$ cat src/rtl/apd_timer_pkg.sv
`timescale 1ns/1ps
package apd_timer_pkg;

  typedef enum logic {
    SEL_PERIOD = 1'b0,
    SEL_RELOAD = 1'b1
  } wr_target_e;

  localparam int unsigned DEF_PRESCALE_BITS = 9;
  localparam int unsigned DEF_IVL_W         = 8;
  localparam int unsigned DEF_APD_W         = 13;
  localparam int unsigned DEF_DATA_W        = 16;
  localparam int unsigned DEF_PERIOD        = 79;
  localparam int unsigned DEF_RELOAD        = 6000;

endpackage

$ cat src/rtl/apd_rst_sync.sv
`timescale 1ns/1ps
module apd_rst_sync (
  input  logic clk,
  input  logic rst_n,
  output logic rst_n_sync_o
);

  logic [1:0] sync_q;

  always_ff @(posedge clk or negedge rst_n) begin
    if (!rst_n) sync_q <= 2'b00;
    else        sync_q <= {sync_q[0], 1'b1};
  end

  assign rst_n_sync_o = sync_q[1];

endmodule

$ cat src/rtl/apd_prescaler.sv
`timescale 1ns/1ps
module apd_prescaler #(
  parameter int unsigned PRESCALE_BITS = 9
) (
  input  logic clk,
  input  logic rst_n,
  input  logic tick_i,
  output logic stb_o
);

  logic [PRESCALE_BITS-1:0] cnt_q, cnt_d;

  always_comb begin
    cnt_d = cnt_q;
    if (tick_i) cnt_d = cnt_q + 1'b1;
  end

  assign stb_o = tick_i && (cnt_q == '1);

  always_ff @(posedge clk or negedge rst_n) begin
    if (!rst_n) cnt_q <= '0;
    else        cnt_q <= cnt_d;
  end

  // Idle oscillator cycles leave the divider untouched.
  assert_idle_hold_R1: assert property (@(posedge clk) disable iff (!rst_n)
    !tick_i |=> $stable(cnt_q));

  // A strobe marks the wrap of the divider.
  assert_wrap_on_stb_R1: assert property (@(posedge clk) disable iff (!rst_n)
    stb_o |=> (cnt_q == '0));

endmodule

$ cat src/rtl/apd_interval_ctr.sv
`timescale 1ns/1ps
module apd_interval_ctr #(
  parameter int unsigned IVL_W      = 8,
  parameter int unsigned DEF_PERIOD = 79
) (
  input  logic             clk,
  input  logic             rst_n,
  input  logic             stb_i,
  input  logic             wr_i,
  input  logic [IVL_W-1:0] wr_val_i,
  output logic             irq_o
);

  localparam logic [IVL_W-1:0] PERIOD_RST = IVL_W'(DEF_PERIOD);
  localparam logic [IVL_W-1:0] ONE        = IVL_W'(1);

  logic [IVL_W-1:0] period_q, period_d;
  logic [IVL_W-1:0] cnt_q, cnt_d;
  logic             irq_q, irq_d;
  logic             last_step;
  logic [IVL_W-1:0] reload_val;

  assign last_step  = (cnt_q <= ONE);
  assign reload_val = (period_q == '0) ? ONE : period_q;

  always_comb begin
    period_d = period_q;
    if (wr_i) period_d = wr_val_i;
  end

  always_comb begin
    cnt_d = cnt_q;
    irq_d = 1'b0;
    if (stb_i) begin
      if (last_step) begin
        cnt_d = reload_val;
        irq_d = 1'b1;
      end else begin
        cnt_d = cnt_q - 1'b1;
      end
    end
  end

  always_ff @(posedge clk or negedge rst_n) begin
    if (!rst_n) begin
      period_q <= PERIOD_RST;
      cnt_q    <= PERIOD_RST;
      irq_q    <= 1'b0;
    end else begin
      period_q <= period_d;
      cnt_q    <= cnt_d;
      irq_q    <= irq_d;
    end
  end

  assign irq_o = irq_q;

  assert_single_pulse_R2: assert property (@(posedge clk) disable iff (!rst_n)
    irq_q |=> !irq_q);

  // The count moves only on a prescaled strobe.
  assert_count_gated_R1: assert property (@(posedge clk) disable iff (!rst_n)
    !stb_i |=> $stable(cnt_q));

  // A write never disturbs the running count.
  assert_write_deferred_R3: assert property (@(posedge clk) disable iff (!rst_n)
    (wr_i && !stb_i) |=> $stable(cnt_q));

endmodule

$ cat src/rtl/apd_countdown.sv
`timescale 1ns/1ps
module apd_countdown #(
  parameter int unsigned APD_W      = 13,
  parameter int unsigned DEF_RELOAD = 6000
) (
  input  logic             clk,
  input  logic             rst_n,
  input  logic             step_i,
  input  logic             key_i,
  input  logic             en_i,
  input  logic             wr_i,
  input  logic [APD_W-1:0] wr_val_i,
  output logic             pd_req_o
);

  localparam logic [APD_W-1:0] RELOAD_RST = APD_W'(DEF_RELOAD);

  logic [APD_W-1:0] reload_q, reload_d;
  logic [APD_W-1:0] cnt_q, cnt_d;
  logic             pd_q, pd_d;

  always_comb begin
    reload_d = reload_q;
    if (wr_i) reload_d = wr_val_i;
  end

  always_comb begin
    cnt_d = cnt_q;
    if (key_i)                                 cnt_d = reload_q;
    else if (en_i && step_i && cnt_q != '0)    cnt_d = cnt_q - 1'b1;
  end

  always_comb begin
    pd_d = 1'b0;
    if (!key_i && en_i) pd_d = (cnt_d == '0);
  end

  always_ff @(posedge clk or negedge rst_n) begin
    if (!rst_n) begin
      reload_q <= RELOAD_RST;
      cnt_q    <= RELOAD_RST;
      pd_q     <= 1'b0;
    end else begin
      reload_q <= reload_d;
      cnt_q    <= cnt_d;
      pd_q     <= pd_d;
    end
  end

  assign pd_req_o = pd_q;

  assert_key_clears_R5: assert property (@(posedge clk) disable iff (!rst_n)
    key_i |=> !pd_q);

  assert_key_wins_R6: assert property (@(posedge clk) disable iff (!rst_n)
    (key_i && step_i) |=> (cnt_q == $past(reload_q)));

  assert_no_wrap_R7: assert property (@(posedge clk) disable iff (!rst_n)
    (cnt_q == '0 && !key_i) |=> (cnt_q == '0));

  assert_sticky_R7: assert property (@(posedge clk) disable iff (!rst_n)
    (pd_q && en_i && !key_i) |=> pd_q);

  assert_disabled_quiet_R8: assert property (@(posedge clk) disable iff (!rst_n)
    !en_i |=> !pd_q);

  assert_disabled_hold_R8: assert property (@(posedge clk) disable iff (!rst_n)
    (!en_i && !key_i) |=> $stable(cnt_q));

endmodule

$ cat src/rtl/apd_interval_timer.sv
`timescale 1ns/1ps
module apd_interval_timer
  import apd_timer_pkg::*;
#(
  parameter int unsigned PRESCALE_BITS = DEF_PRESCALE_BITS,
  parameter int unsigned IVL_W         = DEF_IVL_W,
  parameter int unsigned APD_W         = DEF_APD_W,
  parameter int unsigned DATA_W        = DEF_DATA_W,
  parameter int unsigned PERIOD_INIT   = DEF_PERIOD,
  parameter int unsigned RELOAD_INIT   = DEF_RELOAD
) (
  input  logic              clk,
  input  logic              rst_n,
  input  logic              osc_tick_i,
  input  logic              wr_en_i,
  input  logic              wr_sel_i,
  input  logic [DATA_W-1:0] wr_data_i,
  input  logic              key_press_i,
  input  logic              apd_en_i,
  output logic              irq_o,
  output logic              pd_req_o
);

  logic rst_n_int;
  logic presc_stb;
  logic wr_period, wr_reload;
  logic irq_int;

  assign wr_period = wr_en_i && (wr_target_e'(wr_sel_i) == SEL_PERIOD);
  assign wr_reload = wr_en_i && (wr_target_e'(wr_sel_i) == SEL_RELOAD);

  apd_rst_sync u_rst_sync (
    .clk          (clk),
    .rst_n        (rst_n),
    .rst_n_sync_o (rst_n_int)
  );

  apd_prescaler #(.PRESCALE_BITS(PRESCALE_BITS)) u_presc (
    .clk    (clk),
    .rst_n  (rst_n_int),
    .tick_i (osc_tick_i),
    .stb_o  (presc_stb)
  );

  apd_interval_ctr #(.IVL_W(IVL_W), .DEF_PERIOD(PERIOD_INIT)) u_ivl (
    .clk      (clk),
    .rst_n    (rst_n_int),
    .stb_i    (presc_stb),
    .wr_i     (wr_period),
    .wr_val_i (wr_data_i[IVL_W-1:0]),
    .irq_o    (irq_int)
  );

  apd_countdown #(.APD_W(APD_W), .DEF_RELOAD(RELOAD_INIT)) u_apd (
    .clk      (clk),
    .rst_n    (rst_n_int),
    .step_i   (irq_int),
    .key_i    (key_press_i),
    .en_i     (apd_en_i),
    .wr_i     (wr_reload),
    .wr_val_i (wr_data_i[APD_W-1:0]),
    .pd_req_o (pd_req_o)
  );

  assign irq_o = irq_int;

  assert_reset_quiet_R9: assert property (@(posedge clk)
    !rst_n_int |=> (!irq_o && !pd_req_o));

endmodule

$ cat config.mk
export PLATFORM = sky130hd
export DESIGN_NAME = apd_interval_timer
export DESIGN_NICKNAME = d
export VERILOG_FILES = /design/src/rtl/apd_timer_pkg.sv /design/src/rtl/apd_rst_sync.sv /design/src/rtl/apd_prescaler.sv /design/src/rtl/apd_interval_ctr.sv /design/src/rtl/apd_countdown.sv /design/src/rtl/apd_interval_timer.sv
export SDC_FILE = /design/constraint.sdc
export NUM_CORES = 1
export LEC_CHECK = 0
export BUFFER_PORTS_ARGS = -buffer_cell sky130_fd_sc_hd__buf_2
export CORE_UTILIZATION = 25
export DETAILED_ROUTE_END_ITERATION = 8
export HOLD_SLACK_MARGIN = 0.02
export SLEW_MARGIN = 20
export SYNTH_ARGS = -nofsm -noshare
export SYNTH_HDL_FRONTEND = slang
export SYNTH_SLANG_ARGS = --single-unit
$ cat constraint.sdc
create_clock -name clk -period 2.15 [get_ports clk]
set_clock_uncertainty 0.05 [all_clocks]
set_input_delay 0.1075 -clock clk [delete_from_list [all_inputs] [get_ports clk]]
set_output_delay 0.1075 -clock clk [all_outputs]
set_load 0.01 [all_outputs]
==> impl_metrics.prom <==
# TYPE chip_impl_metric gauge
chip_impl_metric{name="yosysUniqueCellTypes",unit=""} 48
chip_impl_metric{name="global_route.usage.total",unit=""} 0.117
chip_impl_metric{name="avgViaCountPerCell",unit=""} 4.69
chip_impl_metric{name="layoutNonFillerInstCount",unit=""} 472
chip_impl_metric{name="cellLeakagePower",unit="uW"} 0.00153
chip_impl_info{name="run_status",value="finished, violations left"} 1
chip_impl_metric{name="cts_buffer_count",unit=""} 5
chip_impl_metric{name="min_cycle_time_layout",unit="ps"} 2860
chip_impl_metric{name="finalNetCount",unit=""} 363
chip_impl_info{name="startpoint_type",value="register"} 1
chip_impl_metric{name="finalMaxSlewViolations",unit=""} 0
chip_impl_metric{name="proportion_of_synthesized_chip_area_in_sequential_cells",unit=""} 0.510
chip_impl_metric{name="floorplan.die_area",unit="sq mm"} 0.0115
chip_impl_metric{name="cts.clk_slew.worst_paths",unit="ps"} 110
chip_impl_info{name="timing.hold.worst.class",value="primary input to async pin"} 1
chip_impl_metric{name="fillerInstances",unit=""} 1055
chip_impl_metric{name="synth_top_area_share",unit=""} 0.281
chip_impl_metric{name="cts_num_sinks",unit=""} 55
chip_impl_metric{name="postSynth.asyncResetShare",unit=""} 1.00
chip_impl_metric{name="cts.htree.levels",unit=""} 2
chip_impl_metric{name="critical_path_arrival",unit="ps"} 3030
chip_impl_metric{name="initial_core_util",unit=""} 0.263
chip_impl_info{name="netlist_top_cells_area",value="dfrtp_1 28%, dfstp_2 23%, mux2_2 11%"} 1
chip_impl_metric{name="yosys_warnings",unit=""} 0
chip_impl_info{name="worst_setup_path_end_kind",value="register"} 1
chip_impl_metric{name="initialDrtViolationCount",unit=""} 174
chip_impl_metric{name="vias",unit=""} 2214
chip_impl_metric{name="count_of_flip_flops_with_a_built_in_enable_after_synthesis",unit=""} 0
chip_impl_metric{name="postSynthAreaPerCell",unit="sq um"} 10.8
chip_impl_metric{name="die_width",unit="um"} 107
chip_impl_metric{name="post-route-cell-area",unit="sq mm"} 0.00366
chip_impl_metric{name="finalHoldWorstSlack",unit="ps"} 37.6
chip_impl_info{name="crit_end",value="u_apd.pd_req_o"} 1
chip_impl_metric{name="synth_cells",unit=""} 256
chip_impl_metric{name="powerDensity",unit="mW/mm^2"} 710
chip_impl_metric{name="crit_path_max_fanout",unit=""} 2
chip_impl_info{name="clockRootBuffer",value="clkbuf_8"} 1
chip_impl_info{name="synthFlopType",value="dfrtp_1"} 1
chip_impl_metric{name="route.detailed.drc",unit=""} 0
chip_impl_metric{name="layout-area-overhead-vs-synth",unit="%"} 32.7
chip_impl_metric{name="fmaxAchievable",unit="MHz"} 350
chip_impl_info{name="critPathTopFamily",value="simple AND/OR/NAND/NOR gates"} 1
chip_impl_info{name="r2r_start",value="u_apd.cnt_q[1]"} 1
chip_impl_metric{name="largest_buffer_count_on_any_clock_path",unit=""} 2
chip_impl_metric{name="core-area",unit="sq mm"} 0.0105
chip_impl_metric{name="cp.required",unit="ps"} 2320
chip_impl_metric{name="reg2regPathDepth",unit=""} 8
chip_impl_metric{name="grt_start_max_net_pins",unit=""} 28
chip_impl_metric{name="timing.critical_path.buf_inv",unit=""} 1
chip_impl_metric{name="floorplan.rows",unit=""} 37
chip_impl_metric{name="setup_ws",unit="ps"} -711
chip_impl_metric{name="total_of_max_cap_violations",unit=""} 0
chip_impl_metric{name="final_min_period_over_clock_period",unit=""} 1.33
chip_impl_metric{name="tightestPinTransition",unit="ps"} 656
chip_impl_info{name="r2r_path_end",value="u_apd.pd_req_o"} 1
chip_impl_metric{name="ys_seq_elements",unit=""} 55
chip_impl_info{name="timing.critical_path.slowest_stage_cell",value="or4_4"} 1
chip_impl_info{name="layout_common_cells",value="47 x buf_4, 30 x dfrtp_1, 27 x mux2_2"} 1
chip_impl_info{name="final_common_cell",value="buf_4"} 1
chip_impl_info{name="timing.setup.critical_path_class",value="register to register"} 1
chip_impl_metric{name="syn-num-nets",unit=""} 284
chip_impl_info{name="timing.critical_path.from",value="u_apd.cnt_q[1]"} 1
chip_impl_info{name="cp_cell_sequence",value="inv_2, ha_4, or4b_4, or3_4, or4_4, xnor2_2, or3_1, nor4_2"} 1
chip_impl_metric{name="wire_length_of_the_first_global_routing_pass",unit="um"} 10700
chip_impl_metric{name="worst_ir_drop_vdd",unit="V"} 0.000359
chip_impl_metric{name="regToRegSetupSlack",unit="ps"} -710
chip_impl_metric{name="number_of_global_route_vias_before_repair",unit=""} 2197
chip_impl_metric{name="syn_area",unit="sq mm"} 0.00276
chip_impl_metric{name="setup_violations",unit=""} 7
chip_impl_metric{name="num_io_pins",unit=""} 25
chip_impl_metric{name="placement.cell_area",unit="sq mm"} 0.00331
chip_impl_metric{name="crit_path_max_incr_delay",unit="ps"} 560
chip_impl_info{name="synthDominantAreaCellType",value="dfrtp_1"} 1
chip_impl_metric{name="detail_route.wl_per_cell",unit="um"} 13.6
chip_impl_metric{name="io_buffer_count",unit=""} 21
chip_impl_metric{name="routability_congestion_estimate",unit=""} 0.833
chip_impl_metric{name="antenna_fix_cells",unit=""} 0
chip_impl_metric{name="clock_insertion_delay_worst_skew",unit="ps"} 320
chip_impl_metric{name="timing.critical_path.depth",unit=""} 8
chip_impl_metric{name="post-place-cells",unit=""} 443
chip_impl_metric{name="drt-total-wl",unit="um"} 6430
chip_impl_metric{name="antenna_found_initial",unit=""} 0
chip_impl_metric{name="layout.core_utilization",unit=""} 0.348
chip_impl_info{name="grt_setup_unrepaired",value="yes"} 1
chip_impl_metric{name="dp_hpwl",unit="um"} 4650
chip_impl_info{name="tritoncts",value="done"} 1
chip_impl_metric{name="ant_nets",unit=""} 0
chip_impl_info{name="violations",value="negative setup slack"} 1
chip_impl_metric{name="final_global_route_overflow_total",unit=""} 0
chip_impl_metric{name="die_height",unit="um"} 107
chip_impl_metric{name="layout-drive-gt1-share",unit=""} 0.449
chip_impl_metric{name="drt_pre_antenna_iters",unit=""} 5
chip_impl_metric{name="report.final.hold_viol_count",unit=""} 0
chip_impl_metric{name="relSlewSlack",unit=""} 0.562
## sequential cells by signal, indices dropped and copies added (netlist names)
name / flops
u_ivl.cnt_q: 8
u_rst_sync.sync_q: 2
u_ivl.irq_o: 1
u_apd.pd_req_o: 1
u_ivl.period_q: 8
u_apd.reload_q: 13
u_apd.cnt_q: 13
u_presc.cnt_q: 9
## synth_stat cells, types with 2 or more instances
cell type / number
a211o_1: 2
a21oi_1: 16
a31oi_1: 2
buf_1: 2
buf_2: 2
clkbuf_1: 7
dfrtp_1: 31
dfstp_2: 24
ha_1: 5
inv_1: 10
mux2_2: 28
mux2i_1: 2
nand2_1: 19
nand3_1: 4
nand4_1: 4
nor2_1: 13
nor2b_1: 2
nor3_1: 11
nor4_1: 8
nor4_2: 2
o211ai_1: 2
o21ai_0: 18
or3_1: 5
or4_1: 4
xnor2_1: 7
xor2_1: 4
## cell families (layout without fill, tap and decap cells)
logic type / Yosys count / after routing / share of synthesized area
and+or+nand+nor: 82 / 82 / 0.168
AOI/OAI and AO/OA: 50 / 50 / 0.111
muxes: 30 / 30 / 0.122
adders and majority gates: 5 / 5 / 0.0227
buffers and inverters: 22 / 102 / 0.0308
xor gates and xnor gates: 11 / 11 / 0.0349
DFF: 55 / 55 / 0.510
other: 1 / 1 / 0.00136
## per-layer routing
metal	GRT usage	routed length, um	vias up
met4	0.0294	64	0
met3	0.0195	180	7
met1	0.162	3230	1085
met5	0	0	-
li1	-	-	1087
met2	0.188	2950	35
## where the power goes
part           switching, uW  leakage [uW]  internal, uW  total, uW
logic                    258      0.000848           340        599
clock network            381     0.0000463           240        621
registers                140      0.000633          1240       1380
total                    779       0.00153          1820       2600
## worst min path at each step
stage,startpoint,endpoint,slack [ps],cells after the start
6_report,rst_n,u_rst_sync.sync_q[1],40,2
5_1_grt,rst_n,u_rst_sync.sync_q[1],30,2
4_1_cts,rst_n,u_rst_sync.sync_q[1],30,2
3_5_place_dp,rst_n,u_rst_sync.sync_q[0],-150,1
3_3_place_gp,rst_n,u_rst_sync.sync_q[0],-160,1
2_1_floorplan,rst_n,u_rst_sync.sync_q[0],-240,0
## stage by stage
| stage | setup TNS [ps] | worst slack (ps) | total power (uW) |
|---|---|---|---|
| finish | -2460 | -711 | 2600 |
| global route | -3220 | -811 | 2750 |
| detailed placement | -1640 | -698 | 1930 |
| floorplan | -1350 | -758 | 1710 |
| CTS | -2030 | -685 | 2610 |
| global placement | -1230 | -579 | 1920 |
## final cells by class
type,instances,area (sq um),share of cell area
Clock buffer,5,68.8,0.0188
Clock inverter,3,27.5,0.00752
Inverter,11,41.3,0.0113
Multi-Input combinational cell,179,1340,0.365
Sequential cell,55,1410,0.385
Tap cell,136,170,0.0465
Timing Repair Buffer,83,609,0.166
## timing repair
action | in CTS | in global routing
resized for setup | 10 | 11
setup endpoints to repair | 9 | 11
hold endpoints to repair | 23 | 0
setup buffers | 5 | 5
pin swaps | 1 | 1
hold buffers | 14 | 0
## worst reg2reg max path, cell delays in order, from the launching register on
cell,delay [ps]
dfrtp_1,410
inv_2,90
ha_4,130
or4b_4,450
or3_4,340
or4_4,560
xnor2_2,160
or3_1,320
nor4_2,250
No activity file was read; power rests on OpenSTA's default activity.
